`src/rtl/fsk_tone_pkg.sv`:
```
package fsk_tone_pkg;

    typedef enum logic [1:0] {
        ST_IDLE = 2'd0,
        ST_SEND = 2'd1,
        ST_RAMP = 2'd2
    } gate_state_e;

    localparam int          GAIN_FRAC = 16;
    localparam int          GAIN_W    = GAIN_FRAC + 1;
    localparam logic [16:0] GAIN_FULL = 17'h10000;

    // Phase increment per sample: hz * 2^acc_w * div / clk_hz, rounded.
    function automatic logic [31:0] phase_step(input longint hz, input longint clk_hz,
                                               input longint div, input int acc_w);
        longint num;
        num = hz * (longint'(1) << acc_w) * div + clk_hz / 2;
        return 32'(num / clk_hz);
    endfunction

    // Quarter-wave magnitude at the centre of slot k (rational sine approximation).
    function automatic int quarter_sine(input int k, input int entries, input int amp);
        longint a, n, p, num, den;
        a   = 2 * k + 1;
        n   = 4 * entries;
        p   = a * (n - a);
        num = longint'(amp) * 16 * p;
        den = 5 * n * n - 4 * p;
        return int'((num + den / 2) / den);
    endfunction

endpackage

```
`src/rtl/fsk_tick_gen.sv`:
```
module fsk_tick_gen #(
    parameter int SAMPLE_DIV = 56
) (
    input  logic clk,
    input  logic rst,
    output logic tick
);
    localparam int CNT_W = $clog2(SAMPLE_DIV + 1);

    logic [CNT_W-1:0] cnt;

    always_ff @(posedge clk) begin
        if (rst || cnt == CNT_W'(SAMPLE_DIV - 1)) cnt <= '0;
        else                                      cnt <= cnt + 1'b1;
    end

    assign tick = (cnt == CNT_W'(SAMPLE_DIV - 1));

    generate
        if (SAMPLE_DIV > 1) begin : g_spacing

            tick_spacing_chk: assert property (@(posedge clk) disable iff (rst)
                tick |=> !tick);
        end
    endgenerate
endmodule

```
`src/rtl/fsk_phase_acc.sv`:
```
module fsk_phase_acc import fsk_tone_pkg::*; #(
    parameter int CLK_HZ     = 3579545,
    parameter int SAMPLE_DIV = 56,
    parameter int ACC_W      = 24,
    parameter int IDX_W      = 8
) (
    input  logic             clk,
    input  logic             rst,
    input  logic             tick,
    input  logic             bell_mode,
    input  logic             data_bit,
    input  logic             ans_en_n,
    output logic [IDX_W-1:0] phase_idx
);
    localparam logic [ACC_W-1:0] STEP_1300 = ACC_W'(phase_step(1300, CLK_HZ, SAMPLE_DIV, ACC_W));
    localparam logic [ACC_W-1:0] STEP_2100 = ACC_W'(phase_step(2100, CLK_HZ, SAMPLE_DIV, ACC_W));
    localparam logic [ACC_W-1:0] STEP_1200 = ACC_W'(phase_step(1200, CLK_HZ, SAMPLE_DIV, ACC_W));
    localparam logic [ACC_W-1:0] STEP_2200 = ACC_W'(phase_step(2200, CLK_HZ, SAMPLE_DIV, ACC_W));
    localparam logic [ACC_W-1:0] STEP_2025 = ACC_W'(phase_step(2025, CLK_HZ, SAMPLE_DIV, ACC_W));

    logic [ACC_W-1:0] acc;
    logic [ACC_W-1:0] step;

    // Only the increment follows the inputs; the accumulator is never cleared here.
    always_comb begin
        if (bell_mode) begin
            if (!ans_en_n)     step = STEP_2025;
            else if (data_bit) step = STEP_1200;
            else               step = STEP_2200;
        end else begin
            step = data_bit ? STEP_1300 : STEP_2100;
        end
    end

    always_ff @(posedge clk) begin
        if (rst)       acc <= '0;
        else if (tick) acc <= acc + step;
    end

    assign phase_idx = acc[ACC_W-1 -: IDX_W];


    acc_hold_chk: assert property (@(posedge clk) disable iff (rst)
        !tick |=> acc == $past(acc));
endmodule

```
`src/rtl/fsk_sine_lut.sv`:
```
module fsk_sine_lut import fsk_tone_pkg::*; #(
    parameter int IDX_W = 8,
    parameter int OUT_W = 8
) (
    input  logic [IDX_W-1:0]        phase_idx,
    output logic signed [OUT_W-1:0] sample
);
    localparam int Q_BITS  = IDX_W - 2;
    localparam int ENTRIES = 1 << Q_BITS;
    localparam int AMP     = (1 << (OUT_W - 1)) - 1;

    logic [OUT_W-2:0]        tbl [ENTRIES];
    logic [1:0]              quad;
    logic [Q_BITS-1:0]       slot;
    logic [OUT_W-2:0]        mag;
    logic signed [OUT_W-1:0] mag_s;

    generate
        for (genvar g = 0; g < ENTRIES; g++) begin : g_tbl
            assign tbl[g] = (OUT_W-1)'(quarter_sine(g, ENTRIES, AMP));
        end
    endgenerate

    always_comb begin
        quad   = phase_idx[IDX_W-1 -: 2];
        slot   = phase_idx[Q_BITS-1:0];
        mag    = quad[0] ? tbl[~slot] : tbl[slot];
        mag_s  = $signed({1'b0, mag});
        sample = quad[1] ? -mag_s : mag_s;
    end
endmodule

```
`src/rtl/fsk_gate_fsm.sv`:
```
module fsk_gate_fsm import fsk_tone_pkg::*; #(
    parameter int CLK_HZ     = 3579545,
    parameter int SAMPLE_DIV = 56,
    parameter int TURNOFF_US = 500
) (
    input  logic              clk,
    input  logic              rst,
    input  logic              tick,
    input  logic              tx_req,
    output logic [GAIN_W-1:0] gain
);
    localparam longint RAMP_RAW = (longint'(TURNOFF_US) * CLK_HZ
                                  + longint'(SAMPLE_DIV) * 500000)
                                  / (longint'(SAMPLE_DIV) * 1000000);
    localparam int RAMP_SAMPLES = (RAMP_RAW < 1) ? 1 : int'(RAMP_RAW);
    localparam int DEC          = ((1 << GAIN_FRAC) + RAMP_SAMPLES - 1) / RAMP_SAMPLES;
    localparam logic [GAIN_W-1:0] DEC_W = GAIN_W'(DEC);

    gate_state_e st, st_d;

    always_ff @(posedge clk) begin
        if (rst) st <= ST_IDLE;
        else     st <= st_d;
    end

    always_comb begin
        st_d = st;
        unique case (st)
            ST_IDLE: if (tx_req) st_d = ST_SEND;
            ST_SEND: if (!tx_req) st_d = ST_RAMP;
            ST_RAMP: begin
                if (tx_req)                     st_d = ST_SEND;
                else if (tick && gain <= DEC_W) st_d = ST_IDLE;
            end
            default: st_d = ST_IDLE;
        endcase
    end

    always_ff @(posedge clk) begin
        if (rst) begin
            gain <= '0;
        end else begin
            unique case (st_d)
                ST_IDLE: gain <= '0;
                ST_SEND: gain <= GAIN_FULL;
                ST_RAMP: if (tick && st == ST_RAMP) gain <= gain - DEC_W;
                default: gain <= '0;
            endcase
        end
    end


    ramp_decay_chk: assert property (@(posedge clk) disable iff (rst)
        (st == ST_RAMP && !tx_req) |=> gain <= $past(gain));

    send_on_request_chk: assert property (@(posedge clk) disable iff (rst)
        tx_req |=> st == ST_SEND);
endmodule

```
`src/rtl/fsk_tone_mod.sv`:
```
module fsk_tone_mod import fsk_tone_pkg::*; #(
    parameter int CLK_HZ     = 3579545,
    parameter int SAMPLE_DIV = 56,
    parameter int TURNOFF_US = 500,
    parameter int ACC_W      = 24,
    parameter int IDX_W      = 8,
    parameter int OUT_W      = 8
) (
    input  logic                    clk,
    input  logic                    rst,
    input  logic                    mode_bell,
    input  logic                    tx_data,
    input  logic                    rts_n,
    input  logic                    ans_en_n,
    output logic signed [OUT_W-1:0] tone_out,
    output logic                    sample_stb
);
    localparam int PROD_W = OUT_W + GAIN_W + 1;

    logic [2:0] sync1, sync2;
    logic       tick;
    logic [IDX_W-1:0]        phase_idx;
    logic signed [OUT_W-1:0] sine;
    logic [GAIN_W-1:0]       gain;
    logic signed [PROD_W-1:0] prod;

    // Synchronizers: {data, rts_n, ans_en_n}; the idle values are mark and inactive.
    always_ff @(posedge clk) begin
        if (rst) begin
            sync1 <= 3'b111;
            sync2 <= 3'b111;
        end else begin
            sync1 <= {tx_data, rts_n, ans_en_n};
            sync2 <= sync1;
        end
    end

    fsk_tick_gen #(.SAMPLE_DIV(SAMPLE_DIV)) u_tick (
        .clk(clk), .rst(rst), .tick(tick)
    );

    fsk_phase_acc #(
        .CLK_HZ(CLK_HZ), .SAMPLE_DIV(SAMPLE_DIV), .ACC_W(ACC_W), .IDX_W(IDX_W)
    ) u_acc (
        .clk(clk), .rst(rst), .tick(tick), .bell_mode(mode_bell),
        .data_bit(sync2[2]), .ans_en_n(sync2[0]), .phase_idx(phase_idx)
    );

    fsk_sine_lut #(.IDX_W(IDX_W), .OUT_W(OUT_W)) u_lut (
        .phase_idx(phase_idx), .sample(sine)
    );

    fsk_gate_fsm #(
        .CLK_HZ(CLK_HZ), .SAMPLE_DIV(SAMPLE_DIV), .TURNOFF_US(TURNOFF_US)
    ) u_fsm (
        .clk(clk), .rst(rst), .tick(tick), .tx_req(!sync2[1]), .gain(gain)
    );

    assign prod = PROD_W'(sine) * $signed({1'b0, gain});

    always_ff @(posedge clk) begin
        if (rst) begin
            tone_out   <= '0;
            sample_stb <= 1'b0;
        end else begin
            sample_stb <= tick;
            if (tick) tone_out <= OUT_W'(prod >>> GAIN_FRAC);
        end
    end


    idle_silent_chk: assert property (@(posedge clk) disable iff (rst)
        (tick && gain == '0) |=> tone_out == '0);

    no_min_code_chk: assert property (@(posedge clk) disable iff (rst)
        tone_out != {1'b1, {(OUT_W-1){1'b0}}});

    out_on_strobe_chk: assert property (@(posedge clk) disable iff (rst)
        !tick |=> $stable(tone_out));
endmodule

```
`config.mk`:
```
export PLATFORM = sky130hd
export DESIGN_NAME = fsk_tone_mod
export DESIGN_NICKNAME = d
export VERILOG_FILES = /design/src/rtl/fsk_tone_pkg.sv /design/src/rtl/fsk_tick_gen.sv /design/src/rtl/fsk_phase_acc.sv /design/src/rtl/fsk_sine_lut.sv /design/src/rtl/fsk_gate_fsm.sv /design/src/rtl/fsk_tone_mod.sv
export SDC_FILE = /design/constraint.sdc
export NUM_CORES = 1
export LEC_CHECK = 0
export BUFFER_PORTS_ARGS = -buffer_cell sky130_fd_sc_hd__buf_2
export CORE_MARGIN = 8
export CORE_UTILIZATION = 50
export CTS_BUF_LIST = sky130_fd_sc_hd__clkbuf_8
export CTS_CLUSTER_DIAMETER = 40
export CTS_CLUSTER_SIZE = 12
export DETAILED_ROUTE_END_ITERATION = 10
export PLACE_DENSITY = 0.74
export SLEW_MARGIN = 20
export SYNTH_ARGS = -nofsm -noshare
export SYNTH_HDL_FRONTEND = slang
export SYNTH_SLANG_ARGS = --single-unit
```
`constraint.sdc`:
```
create_clock -name clk -period 7.93 [get_ports clk]
set_input_delay 0.793 -clock clk [delete_from_list [all_inputs] [get_ports clk]]
set_output_delay 0.793 -clock clk [all_outputs]
set_load 0.01 [all_outputs]
```
==> impl_metrics.ini <==
[synth]
async_reset_ff_share_pct = 0
yosysTopAreaCellShare_pct = 16.7
synth_edf_count = 0
synth_seq_area_share_pct = 16.7
synth_area_leader_cell = dfxtp_1
yosys_warnings = 0
synth.area.top_cells = dfxtp_1 17%, ha_1 15%, fa_1 9.2%, a21oi_1 5.4%, nand2_1 4.4%
synth_top_flop_cell = dfxtp_1
ys_seq_elements = 53
synth.cell_area_um2 = 6340
synthDistinctLibCells = 81
syn_nets = 913
avgSynthCellArea_um2 = 7.93
syn-instance-count = 800

[final_layout]
drive_above_1_share_pct = 7.46
antenna_cells = 0
area_growth_pct = 4.14
fillers = 1253
instances_no_fill = 963
final_common_cell = ha_1
final_cell_mix = 78 x ha_1, 74 x nand2_1, 69 x a21oi_1
final_nets = 903
design_area_um2 = 6600

[clock_tree]
path_clk_slew_ns = 0.11
postCtsHoldBufs = 0
clock-sinks = 53
ctsResizeCount = 0
clockBufferDepth = 2
cts_max_level = 2
clkLatencyLatePin_ns = 0.32
cts_tree = yes
clockRootBuffer = clkbuf_8
numCtsBuffers = 5
post_cts_buffers = 0

[sta]
fin_crit_sh_pct = 89.5
tightestPinTransition_ns = 0.996
period_minus_slack_ns = 7.10
setup_viol = 0
rsz0062_at_grt = no
final_hold_viol_count = 0
fin_tns_setup_ns = 0
slew_headroom_pct = 33.5
fmax_ghz = 0.141
clock_skew_ns = 0.00960
final_max_slew_viol_count = 0

[drt]
first_pass_iters = 4
routed_wl_um = 14200
dr.max_layer_used = met4
wl_met1_um = 6850
routedWlPerCell_um = 14.8
detail-route-antenna-nets = 0
drtIter0Drc = 324
dr_total_vias = 5492
wl_met2_um = 6450
wl_met3_um = 671
drc = 0
viasPerCell = 5.70

[worst_setup_path]
ff2ff_path_depth = 24
worstPathCellList = buf_4 > nor2b_1 > a211oi_1 > a311oi_1 > nor3_1 > a21oi_1 > ha_1 > nand3_1 > o31ai_1 > xor2_1 > nand2b_1 > fa_1 > fa_1 > inv_1 > fa_1 > inv_1 > fa_1 > inv_1 > ha_1 > a21o_1 > nand3_1 > nand4b_1 > or4_1 > and3_1
r2r_end = tone_out[5]$_SDFFE_PP0P_
crit_path_end_kind = flip-flop
path_delay_family = adder cells
crit_required_ns = 8.16
r2r_slack_ns = 0.83
worstSetupPathType = reg2reg
worst-path-buf-inv = 4
cp_common_cell = fa_1
critical_path.max_stage_delay_ns = 0.99
reg2reg_from = u_acc.acc[19]$_SDFFE_PP0P_
slowest_stage = dfxtp_1
startpoint_type = flip-flop
arrival_ns = 7.33
critPathMaxFanout = 30

[power]
ir_drop_uv = 177
p_leak_uw = 0.00296
p_per_area_nw_per_um2 = 80.3

[min_path]
min_to = sync2[0]$_SDFF_PP1_
min_path_cells = 1
hold_path.class = reg2reg
min_from = sync1[0]$_SDFF_PP1_

[grt]
grt_usage_pct = 17.8
grt_pass1_vias = 5287
grt_pass1_wl_um = 24600
grt_max_degree = 50
overflow = 0
antenna_found_initial = 0

[place]
place_area_um2 = 6470
numPortBuffers = 14
dpl.hpwl_um = 10600
dp_cells = 955
globalplace.congestion = 0.898

[floorplan]
io_pins = 15
initial_core_util_pct = 50.7
die_h_um = 129
num_rows = 41
die_w_um = 129
dieArea_um2 = 16500
fp.coreArea_um2 = 12500

[status]
outcome = completed

[job]
drv_cap = 0
[worst reg2reg max path: stages (launching register included)]
cell and delay (ns):
dfxtp_1 0.99, buf_4 0.32, nor2b_1 0.17, a211oi_1 0.06, a311oi_1 0.27, nor3_1 0.12
a21oi_1 0.21, ha_1 0.21, nand3_1 0.11, o31ai_1 0.26, xor2_1 0.39, nand2b_1 0.19
fa_1 0.46, fa_1 0.55, inv_1 0.06, fa_1 0.53, inv_1 0.06, fa_1 0.54
inv_1 0.05, ha_1 0.38, a21o_1 0.21, nand3_1 0.08, nand4b_1 0.13, or4_1 0.50
and3_1 0.17
[stage by stage]
step	hold slack, ns	utilization, %	total power (uW)	setup slack [ns]
2_1_floorplan	0.389	-	305	1.21
3_3_place_gp	0.393	51.7	312	0.981
3_5_place_dp	0.395	51.7	312	0.872
4_1_cts	0.418	52.8	536	0.847
5_1_grt	0.428	52.8	553	0.358
6_report	0.416	52.8	530	0.829
[sequential cells by signal (all words and copies together) (netlist names)]
| signal | count |
|---|---|
| u_fsm.st | 2 |
| sample_stb | 1 |
| sync2 | 3 |
| sync1 | 3 |
| tone_out | 8 |
| u_fsm.gain | 6 |
| u_acc.acc | 24 |
| u_tick.cnt | 6 |
[final cells by class]
type                    instances  area, um2  area share (%)
well taps                     172        215            3.26
flip-flops and latches         53       1060            16.1
inverters                      70        264            4.00
multi-input cells             638       4800            72.6
clock buffers                   5       68.8            1.04
repair buffers                 22        130            1.97
clock inverters                 3       68.8            1.04
[cell families (layout without fill, tap and decap cells)]
logic type               after synthesis  in the layout  synth area share [%]
XOR/XNOR                              35             35                  4.83
adder cells (fa/ha/maj)              107            107                  24.5
AND/OR/NAND/NOR                      283            283                  23.5
buffers and inverters                109            100                  7.71
flip-flops                            53             53                  16.7
AO/OA/AOI/OAI                        207            207                  21.5
multiplexers                           6              6                  1.14
[cell usage after synthesis (4+ instances only)]
| cell | number |
|---|---|
| o21a_1 | 6 |
| a21o_1 | 14 |
| inv_1 | 65 |
| inv_2 | 4 |
| a211oi_1 | 13 |
| mux2i_1 | 5 |
| buf_6 | 5 |
| nand2b_1 | 21 |
| and3_1 | 6 |
| nand3_1 | 14 |
| fa_1 | 29 |
| o21ai_0 | 21 |
| nor4_1 | 4 |
| nand2_1 | 74 |
| o31ai_1 | 5 |
| o21bai_1 | 8 |
| nand3b_1 | 4 |
| nor3_1 | 14 |
| o211ai_1 | 7 |
| xor2_1 | 7 |
| or3_1 | 4 |
| o21ai_1 | 8 |
| a22o_1 | 4 |
| xnor2_1 | 28 |
| clkbuf_1 | 17 |
| buf_2 | 9 |
| buf_4 | 5 |
| dfxtp_1 | 53 |
| nor2_1 | 58 |
| or2_2 | 10 |
| a21oi_1 | 69 |
| and2_1 | 26 |
| ha_1 | 78 |
| a31oi_1 | 14 |
| nor2b_1 | 22 |
[power breakdown]
part,internal (uW),switching [uW],leakage [uW]
Clock,127,96.7,0.0000687
Sequential,269,2.14,0.000429
Combinational,14.1,21.1,0.00246
Total,410,120,0.00296
[per-layer routing]
metal	vias up	global-route usage, %
met5	-	0
met4	0	5.87
met3	22	2.40
met2	136	29.0
met1	2564	23.8
li1	2770	-
[worst max path at each step]
stage                     cells after the start  slack [ns]                       end                        from
final                                        24        0.83  tone_out[5]$_SDFFE_PP0P_  u_acc.acc[19]$_SDFFE_PP0P_
after global routing                         24        0.36  tone_out[5]$_SDFFE_PP0P_  u_acc.acc[19]$_SDFFE_PP0P_
after CTS                                    24        0.85  tone_out[5]$_SDFFE_PP0P_  u_acc.acc[19]$_SDFFE_PP0P_
after detailed placement                     24        0.87  tone_out[5]$_SDFFE_PP0P_  u_acc.acc[19]$_SDFFE_PP0P_
after global placement                       24        0.98  tone_out[5]$_SDFFE_PP0P_  u_acc.acc[19]$_SDFFE_PP0P_
after floorplan                              26        1.21  tone_out[5]$_SDFFE_PP0P_  u_acc.acc[16]$_SDFFE_PP0P_
No activity file was read; power rests on OpenSTA's default activity.
